==> src/rtl/i2c_stat_pkg.sv <==
package i2c_stat_pkg;
  localparam int unsigned STAT_W   = 8;
  localparam int unsigned BIT_EVF  = 7;
  localparam int unsigned BIT_A10  = 6;
  localparam int unsigned BIT_TRA  = 5;
  localparam int unsigned BIT_BUSY = 4;

  typedef struct packed {
    logic btf;
    logic adsl;
    logic sb;
    logic af;
    logic stopf;
    logic arlo;
    logic berr;
    logic add10;
  } ev_t;
endpackage

==> src/rtl/i2c_evf_unit.sv <==
module i2c_evf_unit
  import i2c_stat_pkg::*;
(
  input  logic clk_i,
  input  logic rst_ni,
  input  logic pe_i,
  input  logic ack_en_i,
  input  ev_t  ev_i,
  input  logic sr2_rd_i,
  input  logic dr_wr_i,
  output logic evf_o
);
  logic evf_q, err_q, any_set, err_set, clr;

  assign any_set = ev_i.btf | (ev_i.adsl & ack_en_i) | ev_i.sb | ev_i.af |
                   ev_i.stopf | ev_i.arlo | ev_i.berr | ev_i.add10;
  assign err_set = ev_i.af | ev_i.stopf | ev_i.arlo | ev_i.berr;
  // error pending selects which access acknowledges the event
  assign clr     = err_q ? sr2_rd_i : dr_wr_i;

  always_ff @(posedge clk_i or negedge rst_ni) begin
    if (!rst_ni) begin
      evf_q <= 1'b0;
      err_q <= 1'b0;
    end else if (!pe_i) begin
      evf_q <= 1'b0;
      err_q <= 1'b0;
    end else begin
      if (any_set)  evf_q <= 1'b1;
      else if (clr) evf_q <= 1'b0;
      if (err_set)       err_q <= 1'b1;
      else if (sr2_rd_i) err_q <= 1'b0;
    end
  end

  assign evf_o = evf_q;

  AST_EVF_SET: assert property (@(posedge clk_i) disable iff (!rst_ni)
    pe_i && any_set |=> evf_o);
  AST_EVF_ERR_CLR: assert property (@(posedge clk_i) disable iff (!rst_ni)
    pe_i && err_q && sr2_rd_i && !any_set |=> !evf_o);
  AST_EVF_PE_OFF: assert property (@(posedge clk_i) disable iff (!rst_ni)
    !pe_i |=> !evf_o);
endmodule

==> src/rtl/i2c_add10_unit.sv <==
module i2c_add10_unit (
  input  logic clk_i,
  input  logic rst_ni,
  input  logic pe_i,
  input  logic ev_add10_i,
  input  logic sr2_rd_i,
  input  logic dr_wr_i,
  input  logic acc_other_i,
  output logic add10_o
);
  logic add10_q, armed_q;

  always_ff @(posedge clk_i or negedge rst_ni) begin
    if (!rst_ni) begin
      add10_q <= 1'b0;
      armed_q <= 1'b0;
    end else if (!pe_i) begin
      add10_q <= 1'b0;
      armed_q <= 1'b0;
    end else begin
      if (ev_add10_i)              add10_q <= 1'b1;
      else if (dr_wr_i && armed_q) add10_q <= 1'b0;
      if (sr2_rd_i)                     armed_q <= 1'b1;
      else if (dr_wr_i || acc_other_i)  armed_q <= 1'b0;
    end
  end

  assign add10_o = add10_q;

  AST_A10_SET: assert property (@(posedge clk_i) disable iff (!rst_ni)
    pe_i && ev_add10_i |=> add10_o);
  AST_A10_KEEP: assert property (@(posedge clk_i) disable iff (!rst_ni)
    pe_i && add10_o && !dr_wr_i |=> add10_o);
  AST_A10_PE_OFF: assert property (@(posedge clk_i) disable iff (!rst_ni)
    !pe_i |=> !add10_o);
endmodule

==> src/rtl/i2c_tra_busy_unit.sv <==
module i2c_tra_busy_unit (
  input  logic clk_i,
  input  logic rst_ni,
  input  logic pe_i,
  input  logic ev_btf_i,
  input  logic btf_tx_i,
  input  logic btf_clr_i,
  input  logic ev_stopf_i,
  input  logic ev_arlo_i,
  input  logic ev_berr_i,
  input  logic start_det_i,
  input  logic stop_det_i,
  output logic tra_o,
  output logic busy_o
);
  logic tra_q, busy_q;

  always_ff @(posedge clk_i or negedge rst_ni) begin
    if (!rst_ni)       tra_q <= 1'b0;
    else if (!pe_i)    tra_q <= 1'b0;
    else if (ev_btf_i) tra_q <= btf_tx_i;
    else if (btf_clr_i || ev_stopf_i || ev_arlo_i) tra_q <= 1'b0;
  end

  // bus activity tracks line conditions regardless of enable
  always_ff @(posedge clk_i or negedge rst_ni) begin
    if (!rst_ni)                        busy_q <= 1'b0;
    else if (start_det_i)               busy_q <= 1'b1;
    else if (stop_det_i || ev_berr_i)   busy_q <= 1'b0;
  end

  assign tra_o  = tra_q;
  assign busy_o = busy_q;

  AST_TRA_LOAD: assert property (@(posedge clk_i) disable iff (!rst_ni)
    pe_i && ev_btf_i |=> tra_o == $past(btf_tx_i));
  AST_TRA_CLR: assert property (@(posedge clk_i) disable iff (!rst_ni)
    pe_i && !ev_btf_i && (ev_stopf_i || ev_arlo_i) |=> !tra_o);
  AST_BUSY_SET: assert property (@(posedge clk_i) disable iff (!rst_ni)
    start_det_i |=> busy_o);
  AST_BUSY_CLR: assert property (@(posedge clk_i) disable iff (!rst_ni)
    !start_det_i && (stop_det_i || ev_berr_i) |=> !busy_o);
endmodule

==> src/rtl/i2c_stat_flags.sv <==
module i2c_stat_flags
  import i2c_stat_pkg::*;
(
  input  logic              clk_i,
  input  logic              rst_ni,
  input  logic              pe_i,
  input  logic              ack_en_i,
  input  logic              ev_btf_i,
  input  logic              btf_tx_i,
  input  logic              btf_clr_i,
  input  logic              ev_adsl_i,
  input  logic              ev_sb_i,
  input  logic              ev_af_i,
  input  logic              ev_stopf_i,
  input  logic              ev_arlo_i,
  input  logic              ev_berr_i,
  input  logic              ev_add10_i,
  input  logic              start_det_i,
  input  logic              stop_det_i,
  input  logic              sr2_rd_i,
  input  logic              dr_wr_i,
  input  logic              acc_other_i,
  output logic [STAT_W-1:0] status_o,
  output logic              evf_o,
  output logic              add10_o,
  output logic              tra_o,
  output logic              busy_o
);
  ev_t ev;

  assign ev = '{btf: ev_btf_i, adsl: ev_adsl_i, sb: ev_sb_i, af: ev_af_i,
                stopf: ev_stopf_i, arlo: ev_arlo_i, berr: ev_berr_i,
                add10: ev_add10_i};

  i2c_evf_unit u_evf (
    .clk_i, .rst_ni, .pe_i, .ack_en_i, .ev_i(ev),
    .sr2_rd_i, .dr_wr_i, .evf_o
  );

  i2c_add10_unit u_add10 (
    .clk_i, .rst_ni, .pe_i, .ev_add10_i, .sr2_rd_i, .dr_wr_i,
    .acc_other_i, .add10_o
  );

  i2c_tra_busy_unit u_tb (
    .clk_i, .rst_ni, .pe_i, .ev_btf_i, .btf_tx_i, .btf_clr_i,
    .ev_stopf_i, .ev_arlo_i, .ev_berr_i, .start_det_i, .stop_det_i,
    .tra_o, .busy_o
  );

  always_comb begin
    status_o           = '0;
    status_o[BIT_EVF]  = evf_o;
    status_o[BIT_A10]  = add10_o;
    status_o[BIT_TRA]  = tra_o;
    status_o[BIT_BUSY] = busy_o;
  end

  AST_EVF_NOSET: assert property (@(posedge clk_i) disable iff (!rst_ni)
    !evf_o && !(ev_btf_i || (ev_adsl_i && ack_en_i) || ev_sb_i || ev_af_i ||
      ev_stopf_i || ev_arlo_i || ev_berr_i || ev_add10_i) |=> !evf_o);
  AST_A10_NOSET: assert property (@(posedge clk_i) disable iff (!rst_ni)
    !add10_o && !ev_add10_i |=> !add10_o);
endmodule

==> config.mk <==
export PLATFORM = sky130hd
export DESIGN_NAME = i2c_stat_flags
export DESIGN_NICKNAME = d
export VERILOG_FILES = /design/src/rtl/i2c_stat_pkg.sv /design/src/rtl/i2c_evf_unit.sv /design/src/rtl/i2c_add10_unit.sv /design/src/rtl/i2c_tra_busy_unit.sv /design/src/rtl/i2c_stat_flags.sv
export SDC_FILE = /design/constraint.sdc
export NUM_CORES = 1
export LEC_CHECK = 0
export CORE_AREA = 2 2 39 41
export DETAILED_ROUTE_END_ITERATION = 10
export DIE_AREA = 0 0 41 43
export PLACE_DENSITY = 0.73
export RECOVER_POWER = 50
export SLEW_MARGIN = 15
export SYNTH_ARGS = -nofsm -noshare
export SYNTH_HDL_FRONTEND = slang
export SYNTH_SLANG_ARGS = --single-unit
==> constraint.sdc <==
create_clock -name clk_i -period 1 [get_ports clk_i]
set_clock_uncertainty 0.05 [all_clocks]
set_input_delay 0.2 -clock clk_i [delete_from_list [all_inputs] [get_ports clk_i]]
set_output_delay 0.2 -clock clk_i [all_outputs]
set_load 0.05 [all_outputs]
* Word level (Yosys, flattened, before mapping) *
Cells that the tools add are included.

word-level totals
  register bits = 6
  output and inout port bits = 12
  logic and storage cells = 46

operators by class
  eq/ne operators = 5
  multiplexer cells = 18
  bitwise logic cells = 11
  reductions and logical operators = 6

operator list
  kind                number
  $mux 1              18
  $ne 3x1->1 const B  5
  $or 1x1->1          10
  $logic_or 1x1->1    4
  $reduce_bool 2->1   1
  $and 1x1->1         1
  $logic_and 1x1->1   1

* Logic depth before layout (Yosys ltp) *
Gate-level depths: netlist of run 1.

  depth after elaboration = 10
  gate-level depth with buffers = 3

* Modules after synthesis *
From an unflattened synthesis of run 1, not the netlist that was laid out.

unflattened totals
  cell total of the unflattened synthesis = 35
  area, all modules = 355.3 sq um

by module, submodules not included
  module             times used  cells each  area an instance (sq um)  sequential area each (sq um)
  i2c_evf_unit       1           10          118.9                     50.0
  i2c_tra_busy_unit  1           8           87.6                      50.0
  i2c_add10_unit     1           8           85.1                      50.0
  i2c_stat_flags     1           9           63.8                      0.0

* Least setup slack after synthesis of run 1 *
OpenSTA, ideal clock, no wires.

  path kind = flip-flop to output port
  start point = reg u_tb.busy_q (netlist: u_tb.busy_o)
  end point = out status_o[4]
  data arrival time = 0.904 ns
  data required time = 0.750 ns
  setup slack = -0.154 ns
  cell stages (with the launch flop) = 2
  buffers on the path = 1
  path through = dfrtp_1 -> buf_4

RTL lines
  item                      RTL line                 source
  start: declaration        i2c_tra_busy_unit.sv:16  logic tra_q, busy_q;
  start signal: assignment  i2c_tra_busy_unit.sv:27  if (!rst_ni) busy_q <= 1'b0;
  start signal: assignment  i2c_tra_busy_unit.sv:28  else if (start_det_i) busy_q <= 1'b1;
  start signal: assignment  i2c_tra_busy_unit.sv:29  else if (stop_det_i || ev_berr_i) busy_q <= 1'b0;
  end: declaration          i2c_stat_flags.sv:23     output logic [STAT_W-1:0] status_o,

No word-level cell between the ends.

* Final worst setup path of run 1 *
  start point = reg u_tb.tra_q (netlist: u_tb.tra_o)
  end point = out status_o[5]

RTL lines
  item                      RTL line                 source
  start: declaration        i2c_tra_busy_unit.sv:16
  start signal: assignment  i2c_tra_busy_unit.sv:21  else if (ev_btf_i) tra_q <= btf_tx_i;

No word-level cell between the ends.

==> impl_metrics.env, run 1 <==
export IMPL_synthMuxAreaShare=0.0315
export IMPL_critPathTopFamily="flip-flops"
export IMPL_worst_slack_ns=-0.0962
export IMPL_end_kind="output port"
export IMPL_port_buffers=26
export IMPL_rsz0062_at_grt="true"
export IMPL_p_leak_nw=0.318
export IMPL_first_pass_iters=2
export IMPL_fmax_mhz=912
export IMPL_status="finished, violations left"
export IMPL_synth_most_common_cell="buf_4"
export IMPL_hold_viol_final=0
export IMPL_critPathBufInv=1
export IMPL_final_cells=79
export IMPL_cp_slowest_cell="dfrtp_2"
export IMPL_diodes=0
export IMPL_root_buffer="clkbuf_4"
export IMPL_worst_path_max_fanout=3
export IMPL_drv_slew=0
export IMPL_track_usage=0.118
export IMPL_critPathKind="flop to output port"
export IMPL_final_core_util=0.521
export IMPL_yosys_area_share_simple=0.142
export IMPL_yosysWarnings=0
export IMPL_clock_path_buffers=2
export IMPL_synth_seq_area_share=0.472
export IMPL_gp_congestion=0.664
export IMPL_cts_tree="done"
export IMPL_layout_drive_gt1_share=0.349
export IMPL_finalSetupTns_ns=-0.811
export IMPL_synthTopCellsByArea="dfrtp_1, buf_4, nor2_1, a21oi_1, nor4_1"
export IMPL_syn_inst=34
export IMPL_synthFlopType="dfrtp_1"
export IMPL_drt_wl_total_um=879
export IMPL_setup_violations=9
export IMPL_final_nets=83
export IMPL_synthDistinctLibCells=14
export IMPL_period_minus_slack_ns=1.10
export IMPL_synth_largest_area_cell="dfrtp_1"
export IMPL_die_area_um2=1760
export IMPL_violations="negative setup slack"
export IMPL_finalCritPeriodShare=1.10
export IMPL_p_per_area_nw_per_um2=1140
export IMPL_ys_top_cells_by_count="buf_4, dfrtp_1, nor2_1, a21oi_1"
export IMPL_synth_compound_area_frac=0.142
export IMPL_synthAdderAreaFrac=0
export IMPL_worst_ir_drop_vdd_uv=602
export IMPL_cts_max_level=1
export IMPL_p_total_uw=822
export IMPL_grt_pass1_vias=333
export IMPL_required_ns=0.75
export IMPL_clk_pin_slew_ns=0.05
export IMPL_ys_async_sr_fraction=1.00
export IMPL_grt_max_degree=7
export IMPL_maxCapViolations=0
export IMPL_dieHeight_um=43
export IMPL_cts_hold_buf=0
export IMPL_hold_slack_ns=0.220
export IMPL_ys_ff_latch=6
export IMPL_syn_to_final_growth_pct=127
export IMPL_dieWidth_um=41
export IMPL_start_kind="flop"
export IMPL_grt_pass1_wl_um=1310
export IMPL_r2r_slack_ns=0.09
export IMPL_floorplan_initialDensity=0.230
export IMPL_overflow=0
export IMPL_cp_data_arrival_time_ns=0.85
export IMPL_wl_per_cell_um=11.1
export IMPL_rows=14
export IMPL_core_um2=1380
export IMPL_synth_top_area_frac=0.472
export IMPL_avgSynthCellArea_um2=9.35
export IMPL_drc=0
export IMPL_yosys_area_share_xor_xnor=0
export IMPL_synth_top_family_by_area="buffers and inverters"
export IMPL_dr_total_vias=329
export IMPL_ant_nets=0
export IMPL_synth_edf_count=0
export IMPL_antenna_found_initial=0
export IMPL_clk_latency_ns=0.24
export IMPL_numClockSinks=6
export IMPL_drt_vias_per_instance=4.16
export IMPL_cts_buffers=3
export IMPL_path_cells="buf_12"
export IMPL_hp_class="input pin to asynchronous set/reset pin"
export IMPL_drt_initial_drc_count=1
export IMPL_synth_area_um2=318
export IMPL_placed_cells=74
export IMPL_ios=31
export IMPL_cpPeakStageDelay_ns=0.44
## cells by family (layout without fill, tap and decap cells)
kind of cell,after synthesis,after routing
buffers and inverters,9,35
AND/OR/NAND/NOR,10,10
flip-flops,6,6
multiplexers,1,1
other,1,4
AO/OA/AOI/OAI,7,7
## through the flow
stage	setup WS [ns]	cell area (um2)
3_5_place_dp	-0.498	657
4_1_cts	-0.110	706
2_1_floorplan	0.0350	349
5_1_grt	-0.138	721
6_report	-0.0962	721
3_3_place_gp	-0.374	657
## cell type report
class	count	area, um2
well taps	16	20.0
fillers	128	663
flip-flops and latches	6	155
repair buffers	30	369
clock buffers	4	26.3
inverters	1	3.75
multi-input cells	22	146
## routing by layer
layer / global-route usage / up-vias / wire, um
li1: - / 164 / -
met1: 0.115 / 146 / 311
met2: 0.197 / 19 / 461
met3: 0.0524 / 0 / 107
met4: 0.0600 / 0 / 0
met5: 0 / - / 0
## worst paths after layout
kind / startpoint / end / depth (start not counted)
max in group asynchronous: rst_ni / u_add10.add10_o$_DFFE_PN0P_ / 1
worst max-delay path: u_tb.tra_o$_DFFE_PN0P_ / status_o[5] / 1
worst min-delay path: rst_ni / u_evf.evf_o$_DFFE_PN0P_ / 1
worst min register to register: u_add10.armed_q$_DFFE_PN0P_ / u_add10.armed_q$_DFFE_PN0P_ / 2
min in group clk_i: ev_btf_i / u_tb.tra_o$_DFFE_PN0P_ / 3
worst max register to register: u_evf.err_q$_DFFE_PN0P_ / u_evf.evf_o$_DFFE_PN0P_ / 3
## power by group
group / internal [mW] / switching, mW / total (mW) / leakage [nW]
clock network: 0.151 / 0.0886 / 0.240 / 0.0150
registers: 0.259 / 0.0206 / 0.280 / 0.0689
logic: 0.151 / 0.151 / 0.302 / 0.234
## timing repair
item,in CTS,in global routing
pin swaps,2,0
buffers inserted,1,0
gates resized for setup,7,2
setup endpoints to repair,11,10
## state kept, by name, indices dropped and copies added (netlist names)
name             flops
u_add10.add10_o      1
u_add10.armed_q      1
u_evf.err_q          1
u_evf.evf_o          1
u_tb.busy_o          1
u_tb.tra_o           1
## cell usage in the layout, fill, tap and decap left out
cell,synthesis,final
a2111oi_4,0,1
a21o_1,1,1
a21oi_1,3,3
a22oi_1,1,1
a31oi_1,1,1
buf_12,0,8
buf_4,8,4
clkbuf_1,0,1
clkbuf_4,0,3
clkdlybuf4s50_1,0,13
conb_1,1,4
dfrtp_1,6,2
dfrtp_2,0,4
dlygate4sd2_1,0,3
dlygate4sd3_1,0,1
dlymetal6s2s_1,0,1
inv_1,1,1
mux2i_1,1,1
nand2_1,2,2
nand2b_1,1,1
nor2_1,5,5
nor4_2,0,2
Note: power is estimated with default switching activity, not from simulation.
==> inputs of run 2 (changes only) <==
CORE_AREA = 5 5 42 44   (was 2 2 39 41)
DIE_AREA = 0 0 47 49   (was 0 0 41 43)
==> impl_metrics.env, run 2 (same netlist as run 1, synthesis figures left out) <==
export IMPL_worst_ir_drop_vdd_uv=532
export IMPL_finalSetupTns_ns=-0.702
export IMPL_port_buffers=26
export IMPL_cp_slowest_cell="dfrtp_2"
export IMPL_critPathTopFamily="flip-flops"
export IMPL_antenna_found_initial=0
export IMPL_drt_wl_total_um=1010
export IMPL_rr_startpoint="u_evf.err_q$_DFFE_PN0P_"
export IMPL_clk_pin_slew_ns=0.04
export IMPL_rsz0062_at_grt="true"
export IMPL_dieWidth_um=47
export IMPL_rr_worst_depth=3
export IMPL_cts_tree="done"
export IMPL_hpwl_um=839
export IMPL_core_um2=1400
export IMPL_cp_data_arrival_time_ns=0.84
export IMPL_hp_class="input pin to asynchronous set/reset pin"
export IMPL_fmax_mhz=913
export IMPL_combPwrFrac=0.375
export IMPL_p_total_uw=793
export IMPL_design_area_um2=712
export IMPL_worst_slack_ns=-0.0949
export IMPL_clk_latency_ns=0.24
export IMPL_drt_vias_per_instance=4.29
export IMPL_p_leak_nw=0.332
export IMPL_syn_to_final_growth_pct=124
export IMPL_drt_initial_drc_count=3
export IMPL_diodes=0
export IMPL_cpPeakStageDelay_ns=0.44
export IMPL_critPathKind="flop to output port"
export IMPL_status="finished, violations left"
export IMPL_numClockSinks=6
export IMPL_floorplan_initialDensity=0.227
export IMPL_pre_cts_slack_ns=-0.506
export IMPL_ios=31
export IMPL_final_nets=82
export IMPL_cts_buffers=3
export IMPL_clkPwrFrac=0.272
export IMPL_drc=0
export IMPL_cts_max_level=1
export IMPL_ant_nets=0
export IMPL_finalCritPeriodShare=1.09
export IMPL_placed_cells=74
export IMPL_layout_drive_gt1_share=0.344
export IMPL_layout_common_cells="clkdlybuf4s50_1, buf_12, nor2_1, dlygate4sd2_1"
export IMPL_gp_congestion=0.644
export IMPL_netSwitchingFraction=0.319
export IMPL_hold_viol_final=0
export IMPL_final_core_util=0.508
export IMPL_final_common_cell="clkdlybuf4s50_1"
export IMPL_switching_power_uw=253
export IMPL_grt_max_degree=7
export IMPL_root_buffer="clkbuf_4"
export IMPL_start_kind="flop"
export IMPL_p_int_uw=540
export IMPL_rows=14
export IMPL_fill_cells=142
export IMPL_dieHeight_um=49
export IMPL_dr_total_vias=330
export IMPL_postCtsSetupRepairBufs=0
export IMPL_crit_cells=1
export IMPL_period_minus_slack_ns=1.09
export IMPL_worst_path_max_fanout=3
export IMPL_crit_start="u_tb.busy_o$_DFFE_PN0P_"
export IMPL_clock_path_buffers=2
export IMPL_grt_pass1_vias=359
export IMPL_p_per_area_nw_per_um2=1110
export IMPL_path_cells="buf_12"
export IMPL_maxCapViolations=0
export IMPL_violations="negative setup slack"
export IMPL_first_pass_iters=3
export IMPL_overflow=0
export IMPL_required_ns=0.75
export IMPL_setup_violations=8
export IMPL_p_seq_frac=0.353
export IMPL_die_area_um2=2300
export IMPL_end_kind="output port"
export IMPL_critPathBufInv=1
export IMPL_drv_slew=0
export IMPL_track_usage=0.0900
export IMPL_wl_per_cell_um=13.2
export IMPL_grt_pass1_wl_um=1400
export IMPL_placed_cell_area_um2=657
export IMPL_final_cells=77
export IMPL_hold_slack_ns=0.225
-- run 2: metal layers --
metal	part of all wire	up-vias	wire, um	track usage
met5	0	-	0	0
met4	0.021	0	21	0.0737
met3	0.11	2	112	0.0332
met2	0.58	19	583	0.158
met1	0.29	149	295	0.0717
li1	-	160	-	-
-- run 2: area by class of cell --
| type | instances | area, um2 | share of cell area |
|---|---|---|---|
| tap | 16 | 20.0 | 0.0281 |
| clock buffer | 3 | 22.5 | 0.0316 |
| sequential | 6 | 155 | 0.218 |
| multi-input combinational | 22 | 146 | 0.206 |
| timing repair buffer | 29 | 364 | 0.511 |
| inverter | 1 | 3.75 | 0.00527 |
-- run 2: power by group through the flow --
stage                     registers [mW]  logic, mW  clock network (mW)
after global routing               0.283      0.312               0.242
final                              0.280      0.297               0.216
after floorplan                    0.307      0.122                   0
after CTS                          0.280      0.299               0.226
after global placement             0.283      0.290                   0
after detailed placement           0.284      0.295                   0
-- run 2: path summary, 6_finish.rpt --
kind                            slack (ns)                          end
min in group clk_i                    0.26  u_add10.add10_o$_DFFE_PN0P_
worst max-delay path                 -0.09                  status_o[4]
worst max register to register        0.08      u_evf.evf_o$_DFFE_PN0P_
worst min-delay path                  0.23      u_evf.err_q$_DFFE_PN0P_
worst min register to register        0.46  u_add10.armed_q$_DFFE_PN0P_
max in group asynchronous             0.43      u_evf.evf_o$_DFFE_PN0P_
-- run 2: timing repair --
| item | CTS | global route |
|---|---|---|
| resized for setup | 9 | 4 |
| endpoints found under the setup margin | 11 | 11 |
| hold buffers | 0 | 0 |
| pin swaps | 6 | 2 |
==> inputs of run 3 (changes only) <==
CTS_CLUSTER_SIZE = 16   (was default)
GPL_TIMING_DRIVEN = 0   (was default)
==> impl_metrics.env, run 3 (same netlist as run 1, synthesis figures left out) <==
export IMPL_grt_max_degree=7
export IMPL_setup_violations=8
export IMPL_period_minus_slack_ns=1.18
export IMPL_required_ns=0.75
export IMPL_switching_power_uw=258
export IMPL_track_usage=0.0872
export IMPL_cp_data_arrival_time_ns=0.93
export IMPL_grtUsageMet3=0.0775
export IMPL_fill_cells=151
export IMPL_critPathKind="flop to output port"
export IMPL_worst_slack_ns=-0.175
export IMPL_ios=31
export IMPL_combPwrFrac=0.355
export IMPL_end_kind="output port"
export IMPL_clkPwrFrac=0.305
export IMPL_grt_use_met2=0.143
export IMPL_maxCapViolations=0
export IMPL_clk_latency_ns=0.25
export IMPL_root_buffer="clkbuf_4"
export IMPL_violations="negative setup slack"
export IMPL_status="finished, violations left"
export IMPL_hp_class="input pin to asynchronous set/reset pin"
export IMPL_die_area_um2=2300
export IMPL_p_per_area_nw_per_um2=1170
export IMPL_dr_total_vias=342
export IMPL_drt_vias_per_instance=4.07
export IMPL_p_leak_nw=0.318
export IMPL_fmax_mhz=851
export IMPL_cts_buffers=3
export IMPL_drt_wl_total_um=916
export IMPL_hold_viol_final=0
export IMPL_core_um2=1400
export IMPL_start_kind="flop"
export IMPL_grt_busiest_layer="met2"
export IMPL_dieHeight_um=49
export IMPL_cts_max_level=1
export IMPL_final_nets=88
export IMPL_final_common_cell="clkdlybuf4s50_1"
export IMPL_grt_pass1_vias=340
export IMPL_drc=0
export IMPL_rows=14
export IMPL_first_pass_iters=2
export IMPL_dieWidth_um=47
export IMPL_overflow=0
export IMPL_gp_congestion=0.668
export IMPL_use_met1=0.0807
export IMPL_cts_tree="done"
export IMPL_worst_path_max_fanout=3
export IMPL_syn_to_final_growth_pct=116
export IMPL_drt_initial_drc_count=3
export IMPL_p_seq_frac=0.340
export IMPL_clock_path_buffers=2
export IMPL_antenna_found_initial=0
export IMPL_diodes=0
export IMPL_drv_slew=0
export IMPL_layout_drive_gt1_share=0.382
export IMPL_netSwitchingFraction=0.322
export IMPL_port_buffers=26
export IMPL_hold_slack_ns=0.210
export IMPL_clk_pin_slew_ns=0.05
export IMPL_layout_common_cells="clkdlybuf4s50_1, buf_6, buf_4, dlygate4sd2_1, nor2_1"
export IMPL_worst_ir_drop_vdd_uv=847
export IMPL_p_int_uw=543
export IMPL_numClockSinks=6
export IMPL_ant_nets=0
export IMPL_grt_pass1_wl_um=1390
export IMPL_finalCritPeriodShare=1.18
export IMPL_floorplan_initialDensity=0.227
export IMPL_pre_cts_slack_ns=-0.581
export IMPL_rsz0062_at_grt="true"
export IMPL_wl_per_cell_um=10.9
## run 3: changes by cell type in the layout (fill, tap and decap cells not counted)
cell / change
buf_12: -8
buf_4: +3
buf_6: +9
buf_8: +1
clkbuf_1: +1
clkbuf_4: +1
clkdlybuf4s50_1: +2
dlygate4sd2_1: +1
dlymetal6s2s_1: -3
nor4_1: +1
nor4_2: -1
## run 3: per-stage QoR
stage | std cells | power (mW) | utilization | setup TNS, ns | cell area, um2
4_1_cts | 84 | 0.806 | 0.477 | -1.26 | 668
3_3_place_gp | 79 | 0.547 | 0.449 | -4.88 | 629
2_1_floorplan | 37 | 0.428 | - | 0 | 349
3_5_place_dp | 79 | 0.552 | 0.449 | -5.18 | 629
6_report | 84 | 0.801 | 0.490 | -1.05 | 687
5_1_grt | 84 | 0.865 | 0.490 | -1.38 | 687
## run 3: per-layer routing
metal  vias to the layer above  share of wire
li1                        172              -
met1                       150           0.29
met2                        20           0.54
met3                         0           0.17
met4                         0              0
met5                         -              0
## run 3: critical path, cell delays in order, from the launching register on
cell and delay [ns]:
dfrtp_2 0.42, buf_6 0.12, buf_6 0.14
## run 3: cell type report
class	instances	area (um2)	area share
clock buffer	4	26.3	0.0383
multi-input combinational	22	140	0.204
inverter	1	3.75	0.00546
sequential	6	155	0.226
timing repair buffer	27	267	0.388
buffer	8	75.1	0.109
tap	16	20.0	0.0291
## run 3: power by group through the flow
stage	clock network (mW)	logic, mW	registers, mW
CTS	0.255	0.280	0.271
floorplan	0	0.122	0.307
global route	0.291	0.301	0.274
detailed placement	0	0.277	0.276
finish	0.244	0.285	0.272
global placement	0	0.273	0.274
## run 3: worst paths after layout
| check | startpoint | endpoint | slack [ns] | depth (start not counted) |
|---|---|---|---|---|
| worst max-delay path | u_add10.add10_o$_DFFE_PN0P_ | status_o[6] | -0.18 | 2 |
| worst min-delay path | rst_ni | u_tb.tra_o$_DFFE_PN0P_ | 0.21 | 1 |
| worst max register to register | u_evf.err_q$_DFFE_PN0P_ | u_evf.evf_o$_DFFE_PN0P_ | 0.12 | 3 |
| worst min register to register | u_add10.armed_q$_DFFE_PN0P_ | u_add10.armed_q$_DFFE_PN0P_ | 0.47 | 2 |
| max in group asynchronous | rst_ni | u_tb.busy_o$_DFFE_PN0P_ | 0.45 | 1 |
| min in group clk_i | ev_arlo_i | u_evf.evf_o$_DFFE_PN0P_ | 0.35 | 3 |
## run 3: repair_timing
action	4_1_cts	5_1_grt
hold buffers	0	0
pin swaps	3	0
endpoints found under the hold margin	0	0
buffers inserted	1	0
gates resized for setup	59	8
endpoints found under the setup margin	11	8
